## src/rtl/exc_entry_pkg.sv

```systemverilog
package exc_entry_pkg;
  localparam int XLEN  = 64;
  localparam int PSR_W = 32;
  localparam int MODE_W = 5;
  localparam int KIND_W = 2;
  localparam int SLOT_SHIFT = 7;
  localparam int OFS_W = 2 + KIND_W + SLOT_SHIFT;

  typedef enum logic [KIND_W-1:0] {
    KIND_SYNC = 2'd0,
    KIND_IRQ  = 2'd1,
    KIND_FIQ  = 2'd2,
    KIND_SERR = 2'd3
  } exc_kind_e;

  typedef enum logic [1:0] {
    SLOT_CUR_THREAD = 2'd0,
    SLOT_CUR_HANDLR = 2'd1,
    SLOT_LOW_WIDE   = 2'd2,
    SLOT_LOW_NARROW = 2'd3
  } slot_e;

  localparam logic [MODE_W-1:0] MODE_LV1_H = 5'h05;
  localparam logic [MODE_W-1:0] MODE_LV2_H = 5'h09;

  localparam int B_N     = 31;
  localparam int B_Z     = 30;
  localparam int B_C     = 29;
  localparam int B_V     = 28;
  localparam int B_TCO   = 25;
  localparam int B_DIT   = 24;
  localparam int B_PAN   = 22;
  localparam int B_SSBS  = 12;
  localparam int B_DBG   = 9;
  localparam int B_SERRM = 8;
  localparam int B_IRQM  = 7;
  localparam int B_FIQM  = 6;
  localparam int B_NARROW = 4;

  localparam int SC_SPAN  = 23;
  localparam int SC_DSSBS = 44;
endpackage

```

## src/rtl/exc_vec_sel.sv

```systemverilog
module exc_vec_sel
  import exc_entry_pkg::*;
(
  input  logic [MODE_W-1:0] cur_mode_i,
  input  logic [MODE_W-1:0] tgt_mode_i,
  input  logic [KIND_W-1:0] kind_i,
  output logic [OFS_W-1:0]  offset_o
);
  slot_e slot;

  always_comb begin
    if (cur_mode_i == tgt_mode_i)
      slot = SLOT_CUR_HANDLR;
    else if ((cur_mode_i | {{(MODE_W-1){1'b0}}, 1'b1}) == tgt_mode_i)
      slot = SLOT_CUR_THREAD;
    else if (!cur_mode_i[B_NARROW])
      slot = SLOT_LOW_WIDE;
    else
      slot = SLOT_LOW_NARROW;
  end

  assign offset_o = {slot, kind_i, {SLOT_SHIFT{1'b0}}};
endmodule

```

## src/rtl/exc_psr_build.sv

```systemverilog
module exc_psr_build
  import exc_entry_pkg::*;
(
  input  logic [PSR_W-1:0]  old_psr_i,
  input  logic [XLEN-1:0]   sysctl_i,
  input  logic              tag_en_i,
  input  logic [MODE_W-1:0] tgt_mode_i,
  output logic [PSR_W-1:0]  new_psr_o
);
  localparam int NKEEP = 5;
  localparam int KEEP_IDX [NKEEP] = '{B_N, B_Z, B_C, B_V, B_DIT};
  localparam int NSET = 4;
  localparam int SET_IDX [NSET] = '{B_DBG, B_SERRM, B_IRQM, B_FIQM};

  logic [PSR_W-1:0] keep_part;
  logic [PSR_W-1:0] set_part;
  logic [PSR_W-1:0] ctl_part;
  logic unused_sysctl;

  assign unused_sysctl = ^{sysctl_i[XLEN-1:SC_DSSBS+1], sysctl_i[SC_DSSBS-1:SC_SPAN+1],
                           sysctl_i[SC_SPAN-1:0]};

  for (genvar k = 0; k < PSR_W; k++) begin : g_bit
    logic kept, forced;
    always_comb begin
      kept = 1'b0;
      for (int j = 0; j < NKEEP; j++)
        if (KEEP_IDX[j] == k) kept = old_psr_i[k];
      forced = 1'b0;
      for (int j = 0; j < NSET; j++)
        if (SET_IDX[j] == k) forced = 1'b1;
    end
    assign keep_part[k] = kept;
    assign set_part[k]  = forced;
  end

  always_comb begin
    ctl_part = '0;
    ctl_part[B_TCO]  = tag_en_i;
    ctl_part[B_PAN]  = old_psr_i[B_PAN] | ~sysctl_i[SC_SPAN];
    ctl_part[B_SSBS] = sysctl_i[SC_DSSBS];
    ctl_part[MODE_W-1:0] = tgt_mode_i;
  end

  assign new_psr_o = keep_part | set_part | ctl_part;
endmodule

```

## src/rtl/exc_level_bank.sv

```systemverilog
module exc_level_bank
  import exc_entry_pkg::*;
(
  input  logic             clk,
  input  logic             rst_n,
  input  logic             wr_en_i,
  input  logic [XLEN-1:0]  link_d_i,
  input  logic [PSR_W-1:0] saved_d_i,
  output logic [XLEN-1:0]  link_q_o,
  output logic [PSR_W-1:0] saved_q_o
);
  logic [XLEN-1:0]  link_nxt;
  logic [PSR_W-1:0] saved_nxt;

  always_comb begin
    link_nxt  = link_q_o;
    saved_nxt = saved_q_o;
    if (wr_en_i) begin
      link_nxt  = link_d_i;
      saved_nxt = saved_d_i;
    end
  end

  always_ff @(posedge clk or negedge rst_n) begin
    if (!rst_n) begin
      link_q_o  <= '0;
      saved_q_o <= '0;
    end else begin
      link_q_o  <= link_nxt;
      saved_q_o <= saved_nxt;
    end
  end
endmodule

```

## src/rtl/exc_entry_unit.sv

```systemverilog
module exc_entry_unit
  import exc_entry_pkg::*;
(
  input  logic             clk,
  input  logic             rst_n,
  input  logic             start_i,
  input  logic [1:0]       exc_kind_i,
  input  logic [4:0]       tgt_mode_i,
  input  logic [63:0]      cur_pc_i,
  input  logic [31:0]      cur_psr_i,
  input  logic [63:0]      vbase_i,
  input  logic [63:0]      sysctl_i,
  input  logic             tag_en_i,
  output logic             done_o,
  output logic             err_o,
  output logic [63:0]      pc_o,
  output logic [31:0]      psr_o,
  output logic [63:0]      elr1_o,
  output logic [31:0]      spsr1_o,
  output logic [63:0]      elr2_o,
  output logic [31:0]      spsr2_o
);
  localparam int NLEV = 2;

  logic [OFS_W-1:0] vec_ofs;
  logic [PSR_W-1:0] psr_new;
  logic             tgt_ok;
  logic             take;
  logic [NLEV-1:0]  lev_we;
  logic [XLEN-1:0]  pc_nxt;
  logic [PSR_W-1:0] psr_nxt;
  logic             done_nxt, err_nxt;
  logic [XLEN-1:0]  pc_q;
  logic [PSR_W-1:0] psr_q;
  logic             done_q, err_q;
  logic [XLEN-1:0]  link_q  [NLEV];
  logic [PSR_W-1:0] saved_q [NLEV];

  exc_vec_sel u_vec (
    .cur_mode_i (cur_psr_i[MODE_W-1:0]),
    .tgt_mode_i (tgt_mode_i),
    .kind_i     (exc_kind_i),
    .offset_o   (vec_ofs)
  );

  exc_psr_build u_psr (
    .old_psr_i  (cur_psr_i),
    .sysctl_i   (sysctl_i),
    .tag_en_i   (tag_en_i),
    .tgt_mode_i (tgt_mode_i),
    .new_psr_o  (psr_new)
  );

  assign tgt_ok = (tgt_mode_i == MODE_LV1_H) || (tgt_mode_i == MODE_LV2_H);
  assign take   = start_i && tgt_ok;
  assign lev_we[0] = take && (tgt_mode_i == MODE_LV1_H);
  assign lev_we[1] = take && (tgt_mode_i == MODE_LV2_H);

  for (genvar lv = 0; lv < NLEV; lv++) begin : g_lev
    exc_level_bank u_bank (
      .clk       (clk),
      .rst_n     (rst_n),
      .wr_en_i   (lev_we[lv]),
      .link_d_i  (cur_pc_i),
      .saved_d_i (cur_psr_i),
      .link_q_o  (link_q[lv]),
      .saved_q_o (saved_q[lv])
    );
  end

  always_comb begin
    pc_nxt   = pc_q;
    psr_nxt  = psr_q;
    if (take) begin
      pc_nxt  = vbase_i + {{(XLEN-OFS_W){1'b0}}, vec_ofs};
      psr_nxt = psr_new;
    end
    done_nxt = start_i;
    err_nxt  = start_i && !tgt_ok;
  end

  always_ff @(posedge clk or negedge rst_n) begin
    if (!rst_n) begin
      pc_q   <= '0;
      psr_q  <= '0;
      done_q <= 1'b0;
      err_q  <= 1'b0;
    end else begin
      pc_q   <= pc_nxt;
      psr_q  <= psr_nxt;
      done_q <= done_nxt;
      err_q  <= err_nxt;
    end
  end

  assign done_o  = done_q;
  assign err_o   = err_q;
  assign pc_o    = pc_q;
  assign psr_o   = psr_q;
  assign elr1_o  = link_q[0];
  assign spsr1_o = saved_q[0];
  assign elr2_o  = link_q[1];
  assign spsr2_o = saved_q[1];


  done_after_start_chk: assert property (@(posedge clk) disable iff (!rst_n)
    start_i |=> done_o);

  no_spurious_done_chk: assert property (@(posedge clk) disable iff (!rst_n)
    !start_i |=> !done_o);

  illegal_keeps_state_chk: assert property (@(posedge clk) disable iff (!rst_n)
    (start_i && !tgt_ok) |=> (err_o && $stable(pc_o) && $stable(psr_o)
                              && $stable(elr1_o) && $stable(elr2_o)));

  lv1_link_saved_chk: assert property (@(posedge clk) disable iff (!rst_n)
    (start_i && tgt_mode_i == MODE_LV1_H) |=> (elr1_o == $past(cur_pc_i)
                                              && spsr1_o == $past(cur_psr_i) && $stable(elr2_o)));

  masks_set_chk: assert property (@(posedge clk) disable iff (!rst_n)
    (done_o && !err_o) |-> (psr_o[B_DBG:B_FIQM] == 4'hF));

  pc_in_base_window_chk: assert property (@(posedge clk) disable iff (!rst_n)
    (start_i && tgt_ok) |=> (pc_o - $past(vbase_i)) < 64'h800);
endmodule

```

## config.mk

```make
export PLATFORM = sky130hd
export DESIGN_NAME = exc_entry_unit
export DESIGN_NICKNAME = d
export VERILOG_FILES = /design/src/rtl/exc_entry_pkg.sv /design/src/rtl/exc_vec_sel.sv /design/src/rtl/exc_psr_build.sv /design/src/rtl/exc_level_bank.sv /design/src/rtl/exc_entry_unit.sv
export SDC_FILE = /design/constraint.sdc
export NUM_CORES = 1
export LEC_CHECK = 0
export BUFFER_PORTS_ARGS = -buffer_cell sky130_fd_sc_hd__buf_2
export CAP_MARGIN = 20
export CORE_AREA = 2 2 202 204
export DETAILED_ROUTE_END_ITERATION = 8
export DIE_AREA = 0 0 204 206
export GPL_ROUTABILITY_DRIVEN = 0
export PLACE_DENSITY = 0.56
export SETUP_SLACK_MARGIN = 0.15
export SLEW_MARGIN = 20
export SYNTH_ARGS = -nofsm -noshare
export SYNTH_HDL_FRONTEND = slang
export SYNTH_SLANG_ARGS = --single-unit
```

## constraint.sdc

```tcl
create_clock -name clk -period 1.25 [get_ports clk]
set_clock_uncertainty 0.1 [all_clocks]
set_input_delay 0.375 -clock clk [delete_from_list [all_inputs] [get_ports clk]]
set_output_delay 0.375 -clock clk [all_outputs]
set_load 0.01 [all_outputs]
```

### Word level (Yosys, flattened, before mapping)

Cells that the tools add are included.

* flip-flop bits (word level): 290
* input port bits: 235
* output and inout port bits: 290
* logic and storage cells: 25

* add/sub/neg operators: 1
* eq/ne operators: 4
* multiplexer cells: 3
* bitwise logic cells: 3
* reductions and logical operators: 6

Operators by type and width (count)
* 64-bit by 11-bit adder with 64-bit output: 1
* 32-bit by 26-bit bitwise OR with 32-bit output: 1
* 5-bit equality test: 2
* 5-bit by 3-bit equality test with 1-bit output, second input constant: 1
* 5-bit by 4-bit equality test with 1-bit output, second input constant: 1
* 1-bit logical AND: 4
* 2-bit two-way mux: 2
* 1-bit zero test: 1
* 1-bit logical OR: 1
* 1-bit two-way mux: 1
* 1-bit NOT: 1
* 1-bit bitwise OR: 1

### Logic depth before layout (Yosys ltp)

Gate-level depths: netlist of the first run.

* word-level depth: 4
* mapped depth: 14
* depth with buffers taken out: 12

### By module

Synthesis of the first run repeated with hierarchy kept, for this count alone.

* cells, all modules: 1079
* area, all modules: 13320.3 um^2

By module, submodules not included
* exc_level_bank: instances 2, cells an instance 203, area each 3764.9 um^2, sequential area each 2402.3 um^2
* exc_entry_unit: instances 1, cells an instance 619, area each 5391.4 um^2, sequential area each 2452.4 um^2
* exc_psr_build: instances 1, cells an instance 34, area each 246.5 um^2, sequential area each 0.0 um^2
* exc_vec_sel: instances 1, cells an instance 20, area each 152.6 um^2, sequential area each 0.0 um^2

### Worst setup path after synthesis of the first run

No wires, ideal clock.

* path kind: input-to-reg
* start point: in tgt_mode_i[4]
* end point: reg pc_q[55] (netlist: pc_o[55])
* library setup time: 0.130 ns
* arrival: 2.882 ns
* path slack: -1.862 ns
* stages: 14
* path through: xor2_1 nor4_1 o21ai_0 nor2b_1 a31oi_1 ha_1 nor2b_1 o31a_1 or4b_1 buf_6 buf_6 nor3_2 xnor2_1 o21ai_1

* longest elaborated chain between the ends: 4
* elaborated cells between the ends (all ways): 9
* those cells by class: add/sub: 1; eq/ne: 4; mux: 2; reduce/logical: 2

RTL lines
* start, declared: line exc_entry_unit.sv:8 `input logic [4:0] tgt_mode_i,`
* 5-bit equality test: line exc_vec_sel.sv:14 `else if ((cur_mode_i | {{(MODE_W-1){1'b0}}, 1'b1}) == tgt_mode_i)`
* 2-bit two-way mux: line exc_vec_sel.sv:14
* 2-bit two-way mux: line exc_vec_sel.sv:12 `if (cur_mode_i == tgt_mode_i)`
* 64-bit by 11-bit adder with 64-bit output: line exc_entry_unit.sv:75 `pc_nxt = vbase_i + {{(XLEN-OFS_W){1'b0}}, vec_ofs};`
* end signal, assigned: line exc_entry_unit.sv:89 `pc_q <= pc_nxt;`
* end, declared: line exc_entry_unit.sv:33 `logic [XLEN-1:0] pc_q;`

Parallel ways exist; a longest one is shown, timed or not.
A chain may end at the register's enable or synchronous reset.

### Worst setup path in the final report of the first run

* start point: in tgt_mode_i[4]
* end point: reg pc_q[35] (netlist: pc_o[35])

Same word-level chain as after synthesis.

==> impl_metrics.toml, run 1 <==
[synthesis]
ys_types = 43
yosysMostFrequentCell = "dfrtp_1"
ys_ff_latch = 272
ys.flop_type = "dfrtp_1"
syn-cell-area_mm2 = 0.0115
yosysWarnings = 0
yosys-top-cells-area = "dfrtp_1 59%, mux2_2 20%, xnor2_1 3.4%"
synth_enable_flop_cells = 0
synth_cells = 886
ys_top_cells_by_count = "272 x dfrtp_1, 205 x mux2_2, 87 x nand2_1"
async_flop_share_pct = 100
synth.largest_area_cell = "dfrtp_1"
post_synth.cell_area_avg_um2 = 13.0
synth_top_area_share_pct = 59.2
seq_area_frac_synth_pct = 59.2

[floorplan]
die_w_um = 204
io_pins = 525
fp-row-count = 74
die_area_mm2 = 0.0420
die_y_um = 206
core_mm2 = 0.0402
start_util_pct = 28.6

[routing]
vias = 9774
drtAntennaViolNets = 0
drtIter0Drc = 286
top_layer_used = "met5"
wl_met2_um = 18800
met1_length_um = 14600
drc = 0
wl_met3_um = 2740
viasPerCell = 4.44
routed_wirelength_um = 36900
dr.pass1.iters = 5
wl_per_cell_um = 16.8

[sta]
hold_viol = 0
rsz0062_at_grt = "yes"
min_period_over_period_pct = 237
finalSetupViolations = 535
min_period_ns = 2.96
maxSlewViolCount = 0
clock.fmax_mhz = 338
setup_slack_ns = -1.71

[place]
dp_hpwl_um = 27300
place_ws_ns = -2.51
numPortBuffers = 447

[critical_path]
cp.arrival_ns = 3.30
slowest_stage = "or4b_4"
cp_max_fo = 8
critPathRequiredTime_ns = 1.59
end_kind = "register"
crit_top_cell = "buf_4"
path_cells = "buf_6 -> xor2_1 -> nor4_2 -> buf_4 -> o21ai_2 -> nor2b_1 -> a31oi_1 -> buf_4 -> ha_4 -> nor2b_4 -> o31a_1 -> or4b_4 -> buf_12 -> nor4_4 -> xnor2_1 -> o21ai_1"
start_kind = "input pin"
critPathTopFamily = "simple AND/OR/NAND/NOR gates"
cp_slowest_stage_delay_ns = 0.55
worstSetupPathType = "in2reg"
critPathBufInv = 4

[cells_and_area]
syn2layout_area_growth_pct = 71.4
drive_gt1_share_pct = 60.6
multi_input_area_mm2 = 0.00500
nets = 1884
nFillCells = 3520
area.sequential_mm2 = 0.00681

[clock_network]
cts_tree = "built"
clk_pin_slew_ns = 0.06
clockBufferDepth = 3
clk_latency_ns = 0.55
cts.sinks = 272
htree_levels = 1
numCtsBuffers = 30
ctsRootBufferMaster = "clkbuf_16"

[grt]
grt_pass1_vias = 10064
grt_pass1_wl_um = 55800
gr-total-overflow = 0
antenna_found_initial = 3
grt_max_degree = 36
track_usage_pct = 16.8

[run]
cap_viol_max_count = 0

[power]
max-vdd-ir-drop_uv = 784
p_per_area_mw_per_mm2 = 1480
p_total_mw = 29.1
power_leakage_nw = 9.94

[outcome]
violations = "setup timing"
outcome = "finished with violations"

[hold_path]
hold_class = "in2reg"
-- metal layers --
layer  track usage (%)  up-vias
li1                  -     4580
met2              30.4      340
met4              4.37        2
met3              4.27       54
met1              19.9     4798
met5                 0        -
-- final cells by class --
cell class,count,area share (%)
Tap cell,532,3.38
Inverter,13,0.248
Antenna cell,1,0.0127
Timing Repair Buffer,770,31.0
Clock inverter,17,0.997
Sequential cell,272,34.5
Multi-Input combinational cell,557,25.4
Clock buffer,38,4.37
-- through the flow --
step / setup TNS (ns) / util (%) / hold WS [ns] / instance area (um^2) / std cells
after detailed placement: -279.86 / 39.3 / 0.175 / 15800 / 1986
after CTS: -193.72 / 47.8 / 0.00521 / 19200 / 2175
after global routing: -224.41 / 49.0 / 0.00114 / 19700 / 2200
after global placement: -275.06 / 39.3 / 0.178 / 15800 / 1986
after floorplan: -168.21 / - / -0.0206 / 12000 / 900
final: -192.12 / 49.0 / 0.0114 / 19700 / 2200
-- path summary, 6_finish.rpt --
path                                              start                           end  slack, ns  cells past startpoint
setup / recovery                          tgt_mode_i[4]                      pc_o[35]      -1.71                     16
hold / removal                             cur_psr_i[9]  g_lev[0].u_bank.saved_q_o[9]       0.01                      2
setup reg to reg           g_lev[0].u_bank.link_q_o[17]  g_lev[0].u_bank.link_q_o[17]       0.15                      3
hold reg to reg                                pc_o[44]                      pc_o[44]       0.38                      2
max in group asynchronous                         rst_n                     psr_o[22]       0.32                      3
min in group asynchronous                         rst_n  g_lev[1].u_bank.link_q_o[23]       0.19                      2
-- where the power goes --
part	leakage, nW	internal, mW	switching [mW]
clock network	0.523	5.68	3.64
registers	3.46	10.6	1.16
logic	5.96	4.61	3.37
total	9.94	20.9	8.17
-- registers in the layout (all words and copies together), names as in the netlist --
signal                  flops
g_lev.u_bank.link_q_o     128
g_lev.u_bank.saved_q_o     64
pc_o                       64
psr_o                      14
done_o                      1
err_o                       1
-- cell families (layout without fill, tap and decap cells) --
kind of cell,Yosys count,in the layout,share of synthesized area (%)
mux,205,205,20.1
buf+inv,71,838,3.05
flops,272,272,59.2
xor+xnor,58,58,4.42
other cells,1,16,0.0326
fa+ha+maj,5,5,0.610
simple gates,203,203,9.28
compound gates,71,71,3.31
-- repair_timing --
item                                    4_1_cts  5_1_grt
pin swaps                                    66       45
setup buffers                                32       24
hold buffers                                101        0
resized for setup                           223       53
endpoints found under the hold margin       466        0
endpoints found under the setup margin      545      545
cloned                                        1        0
-- cell usage in the layout (no fill, tap or decap), types with 6 or more instances in the layout --
cell             n
clkbuf_8         6
buf_12          25
conb_1          15
dfrtp_1        271
inv_1           13
clkbuf_16       31
o21ai_1         53
buf_2          315
xor2_1          10
xnor2_1         32
nor4_4          12
mux2_2         205
nor3_4          11
clkinv_2         9
nand4_1         11
xnor2_2         13
buf_4          185
and2_1           7
o21ai_0          6
nor2_1           6
dlygate4sd3_1  101
buf_6          142
and3_1           7
nand2_1         83
nand3_1         13
nor2_4          11
-- worst register-to-register path, stage by stage (launching register included) --
cell and delay [ns]:
dfrtp_1 0.39, buf_4 0.13, buf_4 0.12, mux2_2 0.25
Note: power is estimated with default switching activity, not from simulation.
==> run 2, diff against run 1 <==
--- a/config.mk
+++ b/config.mk
@@ -11,7 +11,7 @@
 export DETAILED_ROUTE_END_ITERATION = 8
 export DIE_AREA = 0 0 204 206
 export GPL_ROUTABILITY_DRIVEN = 0
-export PLACE_DENSITY = 0.56
+export PLACE_DENSITY_LB_ADDON = 0.08
 export SETUP_SLACK_MARGIN = 0.15
 export SLEW_MARGIN = 20
 export SYNTH_ARGS = -nofsm -noshare
==> run 2 against run 1 <==
Effect of this change: the flow still finishes with violations (setup timing); first-iteration DRC count down 2.1%; setup slack better by 0.052 ns; wire length grew 10%; final area is 2.4% higher; via count down 0.42%; global-route usage increased by 1.6 points; clock power increased by 4.7%; hold slack gained 0.027 ns; count of clock-buffer cells in the layout increased by 11; die area unchanged; register-to-register slack improved by 0.09 ns; non-clock buffer count fell by 5; highest routed layer unchanged.
==> impl_metrics.toml, run 2 (synthesis results as in run 1) <==
[grt]
grt_pass1_wl_um = 58300
grt_max_degree = 67
gr-total-overflow = 0
antenna_found_initial = 9
track_usage_pct = 18.4
grt_pass1_vias = 9651

[floorplan]
die_area_mm2 = 0.0420
fp-row-count = 74
io_pins = 525
start_util_pct = 28.6
die_w_um = 204
die_y_um = 206
core_mm2 = 0.0402

[critical_path]
cp.arrival_ns = 3.21
cp_max_fo = 4
r2r_end = "pc_o[56]"
worstSetupPathType = "in2reg"
start_kind = "input pin"
critPathRequiredTime_ns = 1.56
end_kind = "register"
reg2reg_from = "pc_o[56]"
reg2reg_depth = 3
startpoint = "tgt_mode_i[4]"
rrSetupSlack_ns = 0.24
crit_end = "pc_o[43]"

[power]
p_clk_share_pct = 33.0
max-vdd-ir-drop_uv = 828
switching_power_mw = 8.36
seqPwrFrac_pct = 39.8
swShare_pct = 28.3
power_leakage_nw = 10.1
pwr-share-comb_pct = 27.2
p_per_area_mw_per_mm2 = 1470
intPower_mw = 21.2

[cells_and_area]
layout_commonest_cell = "buf_2"
largest_register = "g_lev.u_bank.link_q_o"
syn2layout_area_growth_pct = 75.6
largest_register_ff_count = 128
drive_gt1_share_pct = 59.5
nets = 1883
layout_common_cells = "300 x buf_2, 272 x dfrtp_1, 204 x mux2_2"
final_area_mm2 = 0.0202

[clock_network]
clk_latency_ns = 0.53
cts.sinks = 272
numCtsBuffers = 34
clockBufferDepth = 3
htree_levels = 2
cts_tree = "built"
ctsRootBufferMaster = "clkbuf_16"
clk_pin_slew_ns = 0.06

[sta]
rsz0062_at_grt = "yes"
maxSlewViolCount = 0
hold_viol = 0
finalSetupViolations = 544
min_period_ns = 2.90
setup_slack_ns = -1.65
clock.fmax_mhz = 344
min_period_over_period_pct = 232

[routing]
dr.pass1.iters = 4
drtAntennaViolNets = 0
drc = 0
wl_per_cell_um = 18.5
viasPerCell = 4.42
routed_wirelength_um = 40700
drtIter0Drc = 280
vias = 9733

[place]
place_ws_ns = -2.64
dp_hpwl_um = 28100
numPortBuffers = 447
dpl-instance-area_mm2 = 0.0155

[hold_path]
hold_class = "in2reg"

[run]
cap_viol_max_count = 0

[outcome]
outcome = "finished with violations"
violations = "setup timing"
-- run 2: cell count changes in the layout (fill, tap and decap cells not counted), moves of 5 or more --
cell	delta
buf_6	+21
buf_2	-15
clkbuf_16	+5
buf_12	-6
buf_4	-30
bufbuf_16	+5
buf_16	+11
clkbuf_1	+9
clkinv_2	-5
buf_8	+5
-- run 2: worst min path at each step --
stage	from	to	slack, ns	cells past startpoint
2_1_floorplan	rst_n	done_o	-0.02	0
3_3_place_gp	rst_n	g_lev[0].u_bank.link_q_o[12]	0.18	1
3_5_place_dp	rst_n	g_lev[0].u_bank.link_q_o[12]	0.18	1
4_1_cts	cur_psr_i[31]	g_lev[0].u_bank.saved_q_o[31]	0.001	2
5_1_grt	cur_psr_i[31]	g_lev[1].u_bank.saved_q_o[31]	0.02	2
6_report	cur_psr_i[31]	psr_o[31]	0.04	2
-- run 2: final cells by class --
cell class                 count  area [um^2]
antenna                        3         7.51
clock buffer                  49          957
clock inverter                10          143
fill                        3663        20000
inverter                      13         48.8
multi-input combinational    557         5010
sequential                   272         6810
tap                          532          666
timing repair buffer         765         6550
-- run 2: layer usage --
| metal | global-route usage (%) | up-vias | wire length (um) |
|---|---|---|---|
| li1 | - | 4586 | - |
| met1 | 22.0 | 4763 | 16500 |
| met2 | 31.3 | 304 | 19900 |
| met3 | 5.96 | 68 | 3140 |
| met4 | 6.06 | 12 | 987 |
| met5 | 0 | - | 82 |
-- run 2: metrics by stage --
stage / TNS, ns / std cells / hold WS (ns) / util, % / power (mW)
floorplan: -168.21 / 900 / -0.0206 / - / 14.4
global placement: -305.02 / 1968 / 0.179 / 38.7 / 17.9
detailed placement: -310.62 / 1968 / 0.179 / 38.7 / 18.0
CTS: -220.66 / 2163 / 0.00114 / 47.1 / 28.6
global route: -239.59 / 2200 / 0.0201 / 50.2 / 31.1
finish: -214.10 / 2201 / 0.0379 / 50.2 / 29.6
-- run 2: worst max-delay path: stages --
cell	delay [ns]
buf_8	0.11
xor2_4	0.18
nor4_4	0.34
buf_4	0.19
o21ai_4	0.05
nor2b_4	0.13
a31oi_4	0.16
ha_4	0.15
nor2b_4	0.12
o31a_1	0.17
or4b_4	0.57
buf_16	0.19
buf_6	0.11
nor3_4	0.16
xnor2_1	0.14
o21ai_1	0.07
-- run 2: what timing repair did --
action / CTS / global route
endpoints found under the setup margin: 545 / 545
pin swaps: 65 / 31
resized for setup: 140 / 207
hold endpoints to repair: 466 / 0
hold buffers: 103 / 0
setup buffers: 20 / 32
gates cloned: 13 / 3
-- run 2: power by group through the flow --
stage,Combinational [mW],Clock (mW),Sequential [mW]
floorplan,1.91,0,12.5
global placement,6.27,0,11.6
detailed placement,6.30,0,11.7
CTS,6.89,10.1,11.6
global route,8.65,10.4,12.0
finish,8.05,9.76,11.8
==> run 3, diff against run 2 <==
--- a/config.mk
+++ b/config.mk
@@ -11,7 +11,7 @@
 export DETAILED_ROUTE_END_ITERATION = 8
 export DIE_AREA = 0 0 204 206
 export GPL_ROUTABILITY_DRIVEN = 0
-export PLACE_DENSITY_LB_ADDON = 0.08
+export PLACE_DENSITY = 0.61
 export SETUP_SLACK_MARGIN = 0.15
 export SLEW_MARGIN = 20
 export SYNTH_ARGS = -nofsm -noshare
==> run 3 against run 2 <==
Effect of this change: the flow still finishes with violations (setup timing); highest routed layer unchanged; final area up 3.9%; sequential power barely moved; setup slack got worse by 0.064 ns; utilization increased by 2.0 points; final cell count rose by 4.0%; critical path type unchanged; clock power decreased by 4.1%; wire length up 5.8%; critical path depth increased by 1; count of clock-buffer cells in the layout is 11 lower; non-clock buffer count rose by 94; maximum frequency shrank 2.1%.
==> impl_metrics.toml, run 3 (synthesis results as in run 1) <==
[routing]
drtAntennaViolNets = 0
drtIter0Drc = 361
dr.pass1.iters = 4
drc = 0
viasPerCell = 4.53
vias = 10368
wl_per_cell_um = 18.8
routed_wirelength_um = 43100

[sta]
hold_viol = 0
maxSlewViolCount = 0
setup_slack_ns = -1.72
finalSetupViolations = 545
min_period_ns = 2.97
clock.fmax_mhz = 337
rsz0062_at_grt = "yes"
min_period_over_period_pct = 237

[place]
numPortBuffers = 447
dpl.cell_count = 2009
place_ws_ns = -2.51
dp_hpwl_um = 27500

[critical_path]
start_kind = "input pin"
cp.arrival_ns = 3.31
critPathRequiredTime_ns = 1.59
r2r_end = "g_lev[0].u_bank.link_q_o[22]"
worstSetupPathType = "in2reg"
rrSetupSlack_ns = 0.09
reg2reg_depth = 3
end_kind = "register"
cp_max_fo = 7
reg2reg_from = "g_lev[0].u_bank.link_q_o[22]"

[outcome]
violations = "setup timing"
outcome = "finished with violations"

[hold_path]
holdPathStages = 3
hold_start = "vbase_i[63]"
hold_class = "in2reg"
whs_endpoint = "pc_o[63]"

[floorplan]
io_pins = 525
die_y_um = 206
core_mm2 = 0.0402
die_area_mm2 = 0.0420
fp-row-count = 74
start_util_pct = 28.6
die_w_um = 204

[cells_and_area]
largest_register_ff_count = 128
layout_common_cells = "333 x buf_2, 272 x dfrtp_1, 214 x buf_4"
largest_register = "g_lev.u_bank.link_q_o"
final_cells = 2288
layout_commonest_cell = "buf_2"
nets = 1974
drive_gt1_share_pct = 62.8
syn2layout_area_growth_pct = 82.5

[power]
max-vdd-ir-drop_uv = 885
p_per_area_mw_per_mm2 = 1410
power_leakage_nw = 10.7
p_total_mw = 29.5

[grt]
grt_pass1_vias = 10633
track_usage_pct = 18.0
grt_pass1_wl_um = 59400
antenna_found_initial = 2
grt_max_degree = 49
gr-total-overflow = 0

[clock_network]
cts.sinks = 272
ctsRootBufferMaster = "clkbuf_16"
numCtsBuffers = 30
cts_tree = "built"
clockBufferDepth = 3
htree_levels = 1
clk_pin_slew_ns = 0.06
clk_latency_ns = 0.56

[run]
cap_viol_max_count = 0
-- run 3: changes by cell type in the layout (fill, tap and decap cells not counted), sizes merged --
cell | before | now
diode | 3 | 1
inv | 13 | 14
bufinv | 3 | 4
clkinvlp | 1 | 2
nand2b | 5 | 6
buf | 655 | 743
clkinv | 6 | 8
dlygate4sd3 | 103 | 101
bufbuf | 5 | 0
clkbuf | 51 | 53
-- run 3: repair_timing --
| action | in CTS | in global routing |
|---|---|---|
| hold endpoints to repair | 467 | 0 |
| pin swaps | 48 | 48 |
| setup buffers | 44 | 55 |
| endpoints found under the setup margin | 545 | 545 |
| hold buffers | 101 | 0 |
| cloned | 10 | 15 |
| resized for setup | 212 | 105 |
-- run 3: layout make-up --
cell class | instances | area, um^2
Antenna cell | 1 | 2.50
Clock buffer | 38 | 852
Clock inverter | 15 | 195
Fill cell | 3352 | 19200
Inverter | 13 | 48.8
Multi-Input combinational cell | 558 | 5050
Sequential cell | 272 | 6810
Tap cell | 532 | 666
Timing Repair Buffer | 859 | 7350
-- run 3: how the worst max path moves through the flow --
stage	slack (ns)	to	startpoint
2_1_floorplan	-1.83	pc_o[55]	tgt_mode_i[1]
5_1_grt	-1.84	pc_o[33]	tgt_mode_i[4]
4_1_cts	-1.69	pc_o[35]	cur_psr_i[4]
3_5_place_dp	-2.51	pc_o[45]	tgt_mode_i[1]
3_3_place_gp	-2.44	pc_o[57]	tgt_mode_i[1]
6_report	-1.72	pc_o[47]	cur_psr_i[4]
-- run 3: worst max-delay path, cell delays in order --
cell and delay [ns]:
buf_6 0.12, xor2_2 0.16, nor4_4 0.34, buf_4 0.17
o21ai_2 0.05, nor2b_1 0.12, a31oi_1 0.15, buf_4 0.15
ha_4 0.12, nor2b_4 0.13, o31a_1 0.18, or4b_4 0.48
buf_12 0.15, buf_6 0.15, nor4_4 0.22, xnor2_1 0.15
o21ai_1 0.08
-- run 3: through the flow --
stage / util [%] / area [um^2] / hold WS (ns) / TNS, ns
2_1_floorplan: - / 12000 / -0.0206 / -168.21
3_3_place_gp: 39.7 / 15900 / 0.111 / -276.67
3_5_place_dp: 39.7 / 15900 / 0.116 / -287.34
4_1_cts: 48.9 / 19700 / 0.00281 / -218.34
5_1_grt: 52.2 / 21000 / 0.00361 / -266.26
6_report: 52.2 / 21000 / 0.0222 / -239.12
-- run 3: per-layer routing --
metal / track usage, % / up-vias / wire (um)
met2: 32.8 / 406 / 22300
met4: 5.77 / 2 / 1300
met3: 3.75 / 85 / 2870
li1: - / 4757 / -
met5: 0 / - / 11
met1: 21.2 / 5118 / 16600
-- run 3: where the power goes --
group	switching [mW]	total (mW)	leakage [nW]	internal, mW
Clock	3.73	9.36	0.514	5.63
Sequential	1.21	11.9	3.46	10.6
Combinational	3.53	8.31	6.69	4.77
Total	8.48	29.5	10.7	21.0
